[config.mk]
export PLATFORM = sky130hd
export DESIGN_NAME = irq_vector_port
export DESIGN_NICKNAME = d
export VERILOG_FILES = /design/src/rtl/irqv_pkg.sv /design/src/rtl/irqv_sync.sv /design/src/rtl/irqv_snap.sv /design/src/rtl/irqv_encode.sv /design/src/rtl/irq_vector_port.sv
export SDC_FILE = /design/constraint.sdc
export NUM_CORES = 1
export LEC_CHECK = 0
export ABC_CLOCK_PERIOD_IN_PS = 850
export BUFFER_PORTS_ARGS = -buffer_cell sky130_fd_sc_hd__clkbuf_2
export CAP_MARGIN = 20
export CORE_MARGIN = 3
export CORE_UTILIZATION = 47
export CTS_CLUSTER_SIZE = 14
export DETAILED_ROUTE_END_ITERATION = 12
export GPL_TIMING_DRIVEN = 0
export PLACE_DENSITY = 0.71
export SLEW_MARGIN = 10
export SYNTH_ARGS = -nofsm -noshare
export SYNTH_HDL_FRONTEND = slang
export SYNTH_HIERARCHICAL = 1
export SYNTH_SLANG_ARGS = --single-unit
[constraint.sdc]
create_clock -name clk -period 0.85 [get_ports clk]
set_input_delay 0.1275 -clock clk [delete_from_list [all_inputs] [get_ports clk]]
set_output_delay 0.1275 -clock clk [all_outputs]
set_load 0.03 [all_outputs]
[src/rtl/irqv_pkg.sv]
package irqv_pkg;

  typedef enum logic [1:0] {
    BUS_IDLE  = 2'd0,
    BUS_READ  = 2'd1,
    BUS_WRITE = 2'd2
  } bus_op_e;

  localparam int SYNC_MIN_STAGES = 2;

endpackage

[src/rtl/irqv_sync.sv]
module irqv_sync #(
  parameter int WIDTH  = 8,
  parameter int STAGES = 2
) (
  input  logic             clk,
  input  logic             rst,
  input  logic [WIDTH-1:0] async_i,
  output logic [WIDTH-1:0] sync_o
);

  logic [WIDTH-1:0] stage_q [STAGES];

  for (genvar s = 0; s < STAGES; s++) begin : g_stage
    if (s == 0) begin : g_first
      always_ff @(posedge clk) begin
        if (rst) stage_q[s] <= '1;
        else     stage_q[s] <= async_i;
      end
    end else begin : g_next
      always_ff @(posedge clk) begin
        if (rst) stage_q[s] <= '1;
        else     stage_q[s] <= stage_q[s-1];
      end
    end
  end

  assign sync_o = stage_q[STAGES-1];

endmodule

[src/rtl/irqv_snap.sv]
module irqv_snap #(
  parameter int WIDTH = 8
) (
  input  logic             clk,
  input  logic             rst,
  input  logic             freeze_i,
  input  logic [WIDTH-1:0] req_i,
  output logic [WIDTH-1:0] held_o
);

  always_ff @(posedge clk) begin
    if (rst)            held_o <= '0;
    else if (!freeze_i) held_o <= req_i;
  end

  // the held sample must not move across a cycle in which a read was active
  assert_snapshot_frozen_R5: assert property (@(posedge clk) disable iff (rst)
    (!$past(rst) && $past(freeze_i)) |-> $stable(held_o));

  // when not frozen, the held sample picks up the request vector
  assert_snapshot_tracks_R6: assert property (@(posedge clk) disable iff (rst)
    (!$past(rst) && !$past(freeze_i)) |-> (held_o == $past(req_i)));

endmodule

[src/rtl/irqv_encode.sv]
module irqv_encode #(
  parameter int N_REQ  = 8,
  parameter int DATA_W = 8
) (
  input  logic [N_REQ-1:0]  req_i,
  output logic [DATA_W-1:0] code_o
);

  localparam int IDX_W = (N_REQ > 1) ? $clog2(N_REQ) : 1;
  localparam logic [DATA_W-1:0] NONE_CODE = DATA_W'(2 * N_REQ);

  logic             found;
  logic [IDX_W-1:0] win_idx;

  always_comb begin
    found   = 1'b0;
    win_idx = '0;
    for (int i = 0; i < N_REQ; i++) begin
      if (req_i[i]) begin
        found   = 1'b1;
        win_idx = IDX_W'(i);
      end
    end
    code_o = found ? (DATA_W'(win_idx) << 1) : NONE_CODE;
  end

endmodule

[src/rtl/irq_vector_port.sv]
module irq_vector_port #(
  parameter int N_REQ       = 8,
  parameter int SYNC_STAGES = 2,
  parameter int DATA_W      = 8
) (
  input  logic              clk,
  input  logic              rst,
  input  logic [N_REQ-1:0]  irq_n_i,
  input  logic              sel_i,
  input  logic              rd_i,
  input  logic              wr_i,
  output logic [DATA_W-1:0] data_o,
  output logic              data_oe_o,
  output logic              irq_n_o
);
  import irqv_pkg::*;

  localparam int TOP_BIT = $clog2(2 * N_REQ);

  bus_op_e          bus_op;
  logic             read_act;
  logic [N_REQ-1:0] sync_n;
  logic [N_REQ-1:0] req_live;
  logic [N_REQ-1:0] req_held;
  logic [DATA_W-1:0] code;

  always_comb begin
    if (sel_i && rd_i)      bus_op = BUS_READ;
    else if (sel_i && wr_i) bus_op = BUS_WRITE;
    else                    bus_op = BUS_IDLE;
  end

  assign read_act = (bus_op == BUS_READ);

  irqv_sync #(.WIDTH(N_REQ), .STAGES(SYNC_STAGES)) u_sync (
    .clk     (clk),
    .rst     (rst),
    .async_i (irq_n_i),
    .sync_o  (sync_n)
  );

  assign req_live = ~sync_n;

  irqv_snap #(.WIDTH(N_REQ)) u_snap (
    .clk      (clk),
    .rst      (rst),
    .freeze_i (read_act),
    .req_i    (req_live),
    .held_o   (req_held)
  );

  irqv_encode #(.N_REQ(N_REQ), .DATA_W(DATA_W)) u_enc (
    .req_i  (req_held),
    .code_o (code)
  );

  always_ff @(posedge clk) begin
    if (rst) begin
      data_o    <= '0;
      data_oe_o <= 1'b0;
      irq_n_o   <= 1'b1;
    end else begin
      data_o    <= read_act ? code : '0;
      data_oe_o <= read_act;
      irq_n_o   <= ~(|req_live);
    end
  end

  // pads are driven only in the cycle after a selected read was sampled
  assert_drive_only_on_read_R7: assert property (@(posedge clk) disable iff (rst)
    data_oe_o |-> $past(sel_i && rd_i));

  // undriven bus carries zero
  assert_quiet_bus_R7: assert property (@(posedge clk) disable iff (rst)
    !data_oe_o |-> (data_o == '0));

  // byte is even and has no bits above the none-code bit
  assert_code_shape_R4: assert property (@(posedge clk) disable iff (rst)
    data_oe_o |-> (!data_o[0] && ((data_o >> (TOP_BIT + 1)) == '0)));

  // the none-code bit is never combined with an index
  assert_none_code_alone_R3: assert property (@(posedge clk) disable iff (rst)
    data_o[TOP_BIT] |-> (data_o == DATA_W'(2 * N_REQ)));

  // a write cycle never enables the pads
  assert_write_ignored_R9: assert property (@(posedge clk) disable iff (rst)
    (sel_i && wr_i && !rd_i) |=> !data_oe_o);

endmodule

After elaboration in Yosys (flattened, before gate mapping)
Memories as Yosys holds them, arrays and structs flattened.
Index checks and enable logic that the tools add are counted.

word-level totals
  bits in registers = 18
  ROM bits = 0
  output and inout port bits = 10
  memory bits (writable) = 16
  bits in latches = 0
  memories kept = 1
  word-level logic and storage cells = 41

cells by class
  shifts and indexed selects = 0
  equal/unequal tests = 1
  muxes and demuxes = 23
  bitwise logic cells = 6
  $add $sub $neg = 0
  multiply operators = 0
  reduce and logical (&&, ||, !) cells = 5
  order comparisons = 0
  divide/modulo/power cells = 0

memories
  memory          words  bits a word  rd ports  clocked after memory_dff  write ports  line             source
  u_sync.stage_q  2      8            2         0                         2            irqv_sync.sv:11  logic [WIDTH-1:0] stage_q [STAGES];

operators by type and width
  operator              count
  $mux W8               2
  $mux W1               12
  $mux W3               4
  $mux W2               4
  $not A8 Y8            1
  $reduce_or A8 Y1      1
  $mux W5               1
  $not A1 Y1            3
  $reduce_or A3 Y1      1
  $eq A2 B1 Y1 const B  1
  $logic_and A1 B1 Y1   2
  $or A1 B1 Y1          2
  $reduce_or A2 Y1      1

Logic depth before layout (Yosys ltp)
Gate-level depths: netlist of run 1.

  depth after elaboration = 10
  depth in mapped cells = 4
  gate-level depth less buffers = 4

Modules after synthesis
Netlist of run 1, hierarchy kept.

modules (own cells, without submodules)
  module           cells an instance  area an instance (µm²)  instances  seq. area each (µm²)
  irqv_sync        33                 431.7                   1          320.3
  irq_vector_port  32                 346.6                   1          200.2
  irqv_snap        26                 285.3                   1          160.2
  irqv_encode      16                 103.8                   1          0.0

Least setup slack after synthesis of run 1
No wires, ideal clock.

  path kind = register to register
  start = reg u_snap.held_o[7]
  end = reg data_o[4]
  arrival time = 843 ps
  required time = 793 ps
  setup time = 57 ps
  path slack = -50 ps
  stages on the path, launching flop included = 5
  clock period less this slack = 900 ps
  buffers on the path = 0
  cell sequence = dfxtp_1 nor2_2 nand2_2 nor4b_2 and2_4

between the ends
  cells in the longest elaborated chain, start to end = 2

ends and longest elaborated chain
  what                      line                   source
  start: declaration        irqv_snap.sv:8         output logic [WIDTH-1:0] held_o
  start signal: assignment  irqv_snap.sv:13        else if (!freeze_i) held_o <= req_i;
  $mux W1                   irqv_encode.sv:19      if (req_i[i]) begin
  $mux W5                   irqv_encode.sv:24      code_o = found ? (DATA_W'(win_idx) << 1) : NONE_CODE;
  via code[4]               irq_vector_port.sv:25  logic [DATA_W-1:0] code;
  end signal: assignment    irq_vector_port.sv:63  data_o <= read_act ? code : '0;
  end: declaration          irq_vector_port.sv:12  output logic [DATA_W-1:0] data_o,

The timed path passes the listed nets, and every way through them passes these cells.
A chain may end at the register's enable or synchronous reset.

Worst setup path in the final report of run 1
  start = reg u_snap.held_o[6]
  end = reg data_o[4]

between the ends
  cells in the longest elaborated chain, start to end = 3

ends and longest elaborated chain
  what                   line
  $mux W1 (2 in series)  irqv_encode.sv:19
  $mux W5                irqv_encode.sv:24
  via code[4]            irq_vector_port.sv:25

The timed path passes the listed nets, and every way through them passes these cells.

==> flow_summary.yaml, run 1 <==
drt:
  drcViolationCount: 0
  avgViaCountPerCell: 4.369
  drt_iter0_markers: 5
  wl_per_cell_um: 9.972
  routed_wl_um: 1785
  vias: 782
  postRouteAntennaNets: 0
  drt_pass1_iterations: 3
clock_tree:
  clk_pin_slew_ps: 110
  htree_num_levels: 2
  clock_latency_ps: 330
  cts_buffer_depth: 2
  cts_tree: "built"
  cts.sinks: 34
  cts_buffers: 5
  root_buffer: "clkbuf_4"
yosys:
  syn_avg_cell_area_um2: 10.91
  synth_cell_types: 19
  syn_area_um2: 1167
  synth_area_leaders: "dfxtp_1 (58%), or2_1 (8.6%), mux2i_1 (6.9%), and2_4 (6.0%), inv_1 (3.2%)"
  yosys_warnings: 6
  yosysTopAreaCell: "dfxtp_1"
  ys_seq_area_frac: 0.5831
  yosys.area.top_type_share: 0.5831
  netlist_instances: 107
  synth-seq-cells: 34
layout:
  nets: 163
  diodes: 0
  finish.utilization: 0.7202
  final_layout_size_suffix_gt1_frac: 0.4702
  syn2layout_area_growth_pct: 40.41
  final_cell_area_um2: 1639
floorplan:
  die_area_um2: 3118
  core_area_um2: 2276
  initial_utilization: 0.5129
  io_pins: 23
  die_w_um: 55.84
  core.rowCount: 17
  die_h_um: 55.84
sta:
  final.period_utilization: 1.132
  fin_tns_setup_ps: -928.7
  whs_ps: 104.5
  max_freq_ghz: 1.039
  worst_slack_ps: -112.6
  fin_crit_ps: 962.6
  fin_skew_ps: 14.40
  rsz0062_at_grt: "yes"
  finalSetupViolCount: 14
  slew_violations: 0
  hold_viol: 0
critical_path:
  cp_cell_sequence: "nor2_4, nand2_2, nor4b_2, and2_4"
  endpoint_kind: "flip-flop"
  crit_path_start_kind: "flip-flop"
  path_max_fanout: 4
  crit_slowest_cell: "dfxtp_4"
  cpPeakStageDelay_ps: 380
  arrival_ps: 1240
  required_ps: 1130
  worstSetupPathType: "reg -> reg"
  rr_startpoint: "u_snap/held_o[6]$_SDFFE_PP0N_"
  reg2reg_slack_ps: -110
  r2r_cells: 4
  r2r_end: "data_o[4]$_SDFF_PP0_"
placed_design:
  port_buffers: 21
  gp_congestion: 0.8203
  placed_cell_area_um2: 1319
global_route:
  groute.layer.met1.usage: 0.1110
  track_usage: 0.1310
  grt_pass1_wl_um: 3105
  grt_pass1_vias: 781
  antenna_found_initial: 0
  grt-busiest-layer: "met2"
  grt_max_degree: 12
  grt-ovfl-total: 0
  met3_usage: 0.06265
  grt_util_met2: 0.2466
hold_path:
  min_path_cells: 2
  min_from: "rst"
  hold_path_end: "u_sync/stage_q[1][5]$_SDFF_PP1_"
  hold_path.class: "in -> reg"
status:
  failed_checks: "setup timing"
  status: "complete, but fails checks"
power:
  power.leakage_nw: 0.7735
  power_density_nw_per_um2: 1786
  ir_drop_uv: 1431
run:
  max_cap_violations: 0
[worst max-delay path: cells and delay by family, from the launching register on]
kind	cells	cell delay (ps)
AND/OR/NAND/NOR	4	540
flip-flops	1	380
[routing by layer]
metal  wire length [µm]  up-vias  part of all wire
met5                  0        -                 0
met4                 45        0             0.025
met3                115        6             0.064
met2                966       22              0.54
met1                658      342              0.37
li1                   -      412                 -
[power by group]
part	internal, mW	leakage (nW)	switching [mW]
clock	0.397	0.0343	0.528
combinational	0.190	0.452	0.125
sequential	1.66	0.287	0.0328
total	2.24	0.774	0.686
[cell families after synthesis]
kind of cell    after synthesis  synth area share
mux                           8           0.06860
flops                        34            0.5831
other cells                   1          0.003212
compound gates                5           0.02787
buf+inv                      18           0.09003
simple gates                 41            0.2272
[synthesized netlist by cell type]
library cell,count
nand4_1,2
buf_4,4
nand2_2,1
buf_1,1
o21bai_1,1
and2_1,1
nor2_2,2
buf_6,3
o31ai_1,2
dfxtp_1,34
inv_1,10
a21oi_1,2
and3b_1,1
conb_1,1
nor2_1,9
and2_4,8
or2_1,16
nor4b_2,1
mux2i_1,8
[stage by stage]
stage / total power [mW] / setup slack (ps) / std cells
after floorplan: 1.886 / -49.86 / 110
after global placement: 1.943 / -87.05 / 159
after detailed placement: 1.952 / -104.1 / 159
after CTS: 2.946 / -109.4 / 178
after global routing: 3.071 / -125.2 / 179
final: 2.928 / -112.6 / 179
[layout make-up]
class                           instances  area, µm²
Tap cell                               28      35.03
Clock inverter                          2      12.51
Inverter                               10      37.54
Fill cell                             173      636.9
Sequential cell                        34      706.9
Clock buffer                            6      51.30
Buffer                                  8      67.56
Timing Repair Buffer                   33      319.1
Multi-Input combinational cell         58      409.1
[sequential cells by signal, indices dropped and copies added (netlist names)]
register	cells
data_oe_o	1
u_snap/held_o	8
u_sync/stage_q	16
irq_n_o	1
data_o	8
[worst max-delay path by stage]
stage	from	endpoint	depth (start not counted)
floorplan	u_snap/held_o[7]$_SDFFE_PP0N_	data_o[4]$_SDFF_PP0_	4
global placement	u_snap/held_o[7]$_SDFFE_PP0N_	data_o[4]$_SDFF_PP0_	4
detailed placement	u_snap/held_o[7]$_SDFFE_PP0N_	data_o[4]$_SDFF_PP0_	4
CTS	data_o[3]$_SDFF_PP0_	data_o[3]	1
global route	u_snap/held_o[6]$_SDFFE_PP0N_	data_o[4]$_SDFF_PP0_	4
finish	u_snap/held_o[6]$_SDFFE_PP0N_	data_o[4]$_SDFF_PP0_	4
[cell usage in the layout, fill, tap and decap left out]
master,Yosys,routed
buf_8,0,10
nor2_1,9,8
clkbuf_2,0,11
buf_6,3,4
nor2_2,2,1
and2_1,1,1
mux2i_1,8,8
dfxtp_2,0,15
clkbuf_4,0,5
clkbuf_8,0,1
a21oi_2,0,1
buf_4,4,7
dlygate4sd3_1,0,8
inv_1,10,10
nor2_4,0,2
clkinvlp_4,0,1
or2_1,16,16
nand2_2,1,1
dfxtp_4,0,2
o21bai_1,1,1
a21oi_1,2,1
nand4_1,2,2
o31ai_1,2,2
dfxtp_1,34,17
nor4b_2,1,1
clkinv_2,0,1
conb_1,1,4
buf_1,1,1
and2_4,8,8
and3b_1,1,1
[repair_timing]
item | 4_1_cts | 5_1_grt
setup endpoints to repair | 12 | 14
setup buffers | 3 | 1
hold buffers | 8 | 0
cloned | 0 | 0
hold endpoints to repair | 8 | 0
pin swaps | 0 | 3
gates resized for setup | 33 | 21
No activity file was read; power rests on OpenSTA's default activity.
==> inputs of run 2 (changes only) <==
--- a/config.mk
+++ b/config.mk
@@ -9,11 +9,12 @@
 export BUFFER_PORTS_ARGS = -buffer_cell sky130_fd_sc_hd__clkbuf_2
 export CAP_MARGIN = 20
 export CORE_MARGIN = 3
-export CORE_UTILIZATION = 47
+export CORE_UTILIZATION = 50
+export CTS_BUF_LIST = sky130_fd_sc_hd__clkbuf_8
 export CTS_CLUSTER_SIZE = 14
 export DETAILED_ROUTE_END_ITERATION = 12
 export GPL_TIMING_DRIVEN = 0
-export PLACE_DENSITY = 0.71
+export PLACE_DENSITY = 0.75
 export SLEW_MARGIN = 10
 export SYNTH_ARGS = -nofsm -noshare
 export SYNTH_HDL_FRONTEND = slang
==> run 2 against run 1 <==
Net effect: the flow still finishes with violations (setup timing); first-iteration DRC count grew 40%; clock power grew 26%; register-to-register slack is essentially flat; global-route usage grew 2.4 points; fmax shrank 0.31%; non-clock buffer count shrank 11; highest routed layer unchanged; utilization grew 2.2 points; largest cell class unchanged; critical endpoint unchanged; flip-flop and latch count is the same; largest power group unchanged; sequential power is essentially flat.
==> flow_summary.yaml, run 2 (synthesized netlist as in run 1, its figures left out) <==
critical_path:
  r2r_cells: 4
  crit_path_start_kind: "flip-flop"
  reg2reg_slack_ps: -120
  crit_family: "simple AND/OR/NAND/NOR gates"
  cp_num_cells: 4
  worstSetupPathType: "reg -> reg"
  path_max_fanout: 4
  crit_slowest_cell: "dfxtp_2"
  required_ps: 1070
  arrival_ps: 1190
  endpoint_kind: "flip-flop"
  cpPeakStageDelay_ps: 350
  cp_cell_sequence: "nor2_4, nand2_2, nor4b_2, and2_4"
  worst-path-buf-inv: 0
sta:
  rsz0062_at_grt: "yes"
  max_freq_ghz: 1.036
  fin_skew_ps: 7.108
  fin_tns_setup_ps: -248.9
  hold_viol: 0
  finalSetupViolCount: 7
  fin_crit_ps: 965.6
  worst_slack_ps: -115.6
  slew_violations: 0
  final.period_utilization: 1.136
layout:
  largestRegisters: "u_sync/stage_q (16), data_o (8), u_snap/held_o (8)"
  final_layout_size_suffix_gt1_frac: 0.4643
  nets: 152
  syn2layout_area_growth_pct: 32.37
  layout_commonest_cell: "dfxtp_1"
  diodes: 0
  largest_reg_flops: 16
  largest-register: "u_sync/stage_q"
  final_cell_mix: "dfxtp_1 (20), or2_1 (16), dfxtp_2 (14)"
  final_cell_area_um2: 1545
  final_cells: 167
global_route:
  met3_usage: 0.05722
  antenna_found_initial: 0
  grt_pass1_vias: 765
  grt_max_degree: 11
  grt-busiest-layer: "met2"
  grt_pass1_wl_um: 3077
  track_usage: 0.1546
  groute.layer.met1.usage: 0.1395
  grt-ovfl-total: 0
  grt_util_met2: 0.2809
power:
  seqPwrFrac: 0.540
  ir_drop_uv: 1978
  clkPwrFrac: 0.372
  power.leakage_nw: 0.7391
  swShare: 0.2178
  power_density_nw_per_um2: 2032
  p_switching_mw: 0.6840
  pwr-share-comb: 0.088
  internal_power_mw: 2.456
  total_power_mw: 3.140
placed_design:
  dp.cells: 158
  port_buffers: 21
  gp_congestion: 0.7764
  placed_cell_area_um2: 1318
  dp_hpwl_um: 1176
floorplan:
  io_pins: 23
  initial_utilization: 0.5607
  core_area_um2: 2082
  core.rowCount: 16
  die_w_um: 54.32
  die_h_um: 54.32
  die_area_um2: 2951
drt:
  avgViaCountPerCell: 4.503
  drt_iter0_markers: 7
  drt_pass1_iterations: 3
  postRouteAntennaNets: 0
  vias: 752
  wl_per_cell_um: 10.61
  drcViolationCount: 0
  routed_wl_um: 1772
clock_tree:
  htree_num_levels: 2
  cts_buffer_depth: 2
  cts_hold_buf: 0
  clock_latency_ps: 280
  cts.sinks: 34
  root_buffer: "clkbuf_8"
  cts_tree: "built"
  cts_buffers: 5
  clk_pin_slew_ps: 70
hold_path:
  min_path_cells: 2
  hold_path.class: "in -> reg"
status:
  status: "complete, but fails checks"
  failed_checks: "setup timing"
run:
  max_cap_violations: 0
## run 2: cell count changes in the layout (fill, tap and decap cells not counted), sizes merged
cell / before / now
buf: 22 / 19
clkinvlp: 1 / 0
dlygate4sd3: 8 / 0
inv: 10 / 11
## run 2: cell type report
cell class / instances / area [µm²]
flip-flops and latches: 34 / 698.2
fillers: 160 / 536.8
multi-input cells: 58 / 404.1
repair buffers: 22 / 212.7
clock buffers: 6 / 82.58
plain buffers: 8 / 67.56
inverters: 10 / 37.54
well taps: 27 / 33.78
clock inverters: 2 / 8.758
## run 2: per-stage QoR
| step | hold WS (ps) | worst slack (ps) | util |
|---|---|---|---|
| detailed placement | 307.8 | -132.1 | 0.6328 |
| global route | 32.15 | -127.2 | 0.7422 |
| floorplan | 224.6 | -49.86 | - |
| CTS | 18.54 | -126.2 | 0.7302 |
| global placement | 303.7 | -82.87 | 0.6328 |
| finish | 25.39 | -115.6 | 0.7422 |
## run 2: final timing paths
path | startpoint | end
worst max register to register | u_snap/held_o[6]$_SDFFE_PP0N_ | data_o[4]$_SDFF_PP0_
worst min register to register | u_sync/stage_q[0][0]$_SDFF_PP1_ | u_sync/stage_q[1][0]$_SDFF_PP1_
worst max-delay path | u_snap/held_o[6]$_SDFFE_PP0N_ | data_o[4]$_SDFF_PP0_
worst min-delay path | irq_n_i[5] | u_sync/stage_q[0][5]$_SDFF_PP1_
## run 2: worst register-to-register path: stages, from the launching register on
cell,delay [ps]
dfxtp_2,350
nor2_4,110
nand2_2,70
nor4b_2,210
and2_4,170
## run 2: what timing repair did
| item | 4_1_cts | 5_1_grt |
|---|---|---|
| buffers inserted | 1 | 0 |
| setup endpoints to repair | 12 | 13 |
| pin swaps | 5 | 3 |
| gates resized for setup | 30 | 18 |
## run 2: power by group through the flow
stage / combinational, mW / clock (mW) / sequential, mW
3_5_place_dp: 0.237 / 0 / 1.72
4_1_cts: 0.265 / 1.19 / 1.69
6_report: 0.275 / 1.17 / 1.70
2_1_floorplan: 0.140 / 0 / 1.75
3_3_place_gp: 0.228 / 0 / 1.72
5_1_grt: 0.302 / 1.27 / 1.70
## run 2: layer usage
layer	wire, µm	vias to the layer above
met4	44	0
met3	117	5
met1	670	339
met5	0	-
met2	940	23
li1	-	385
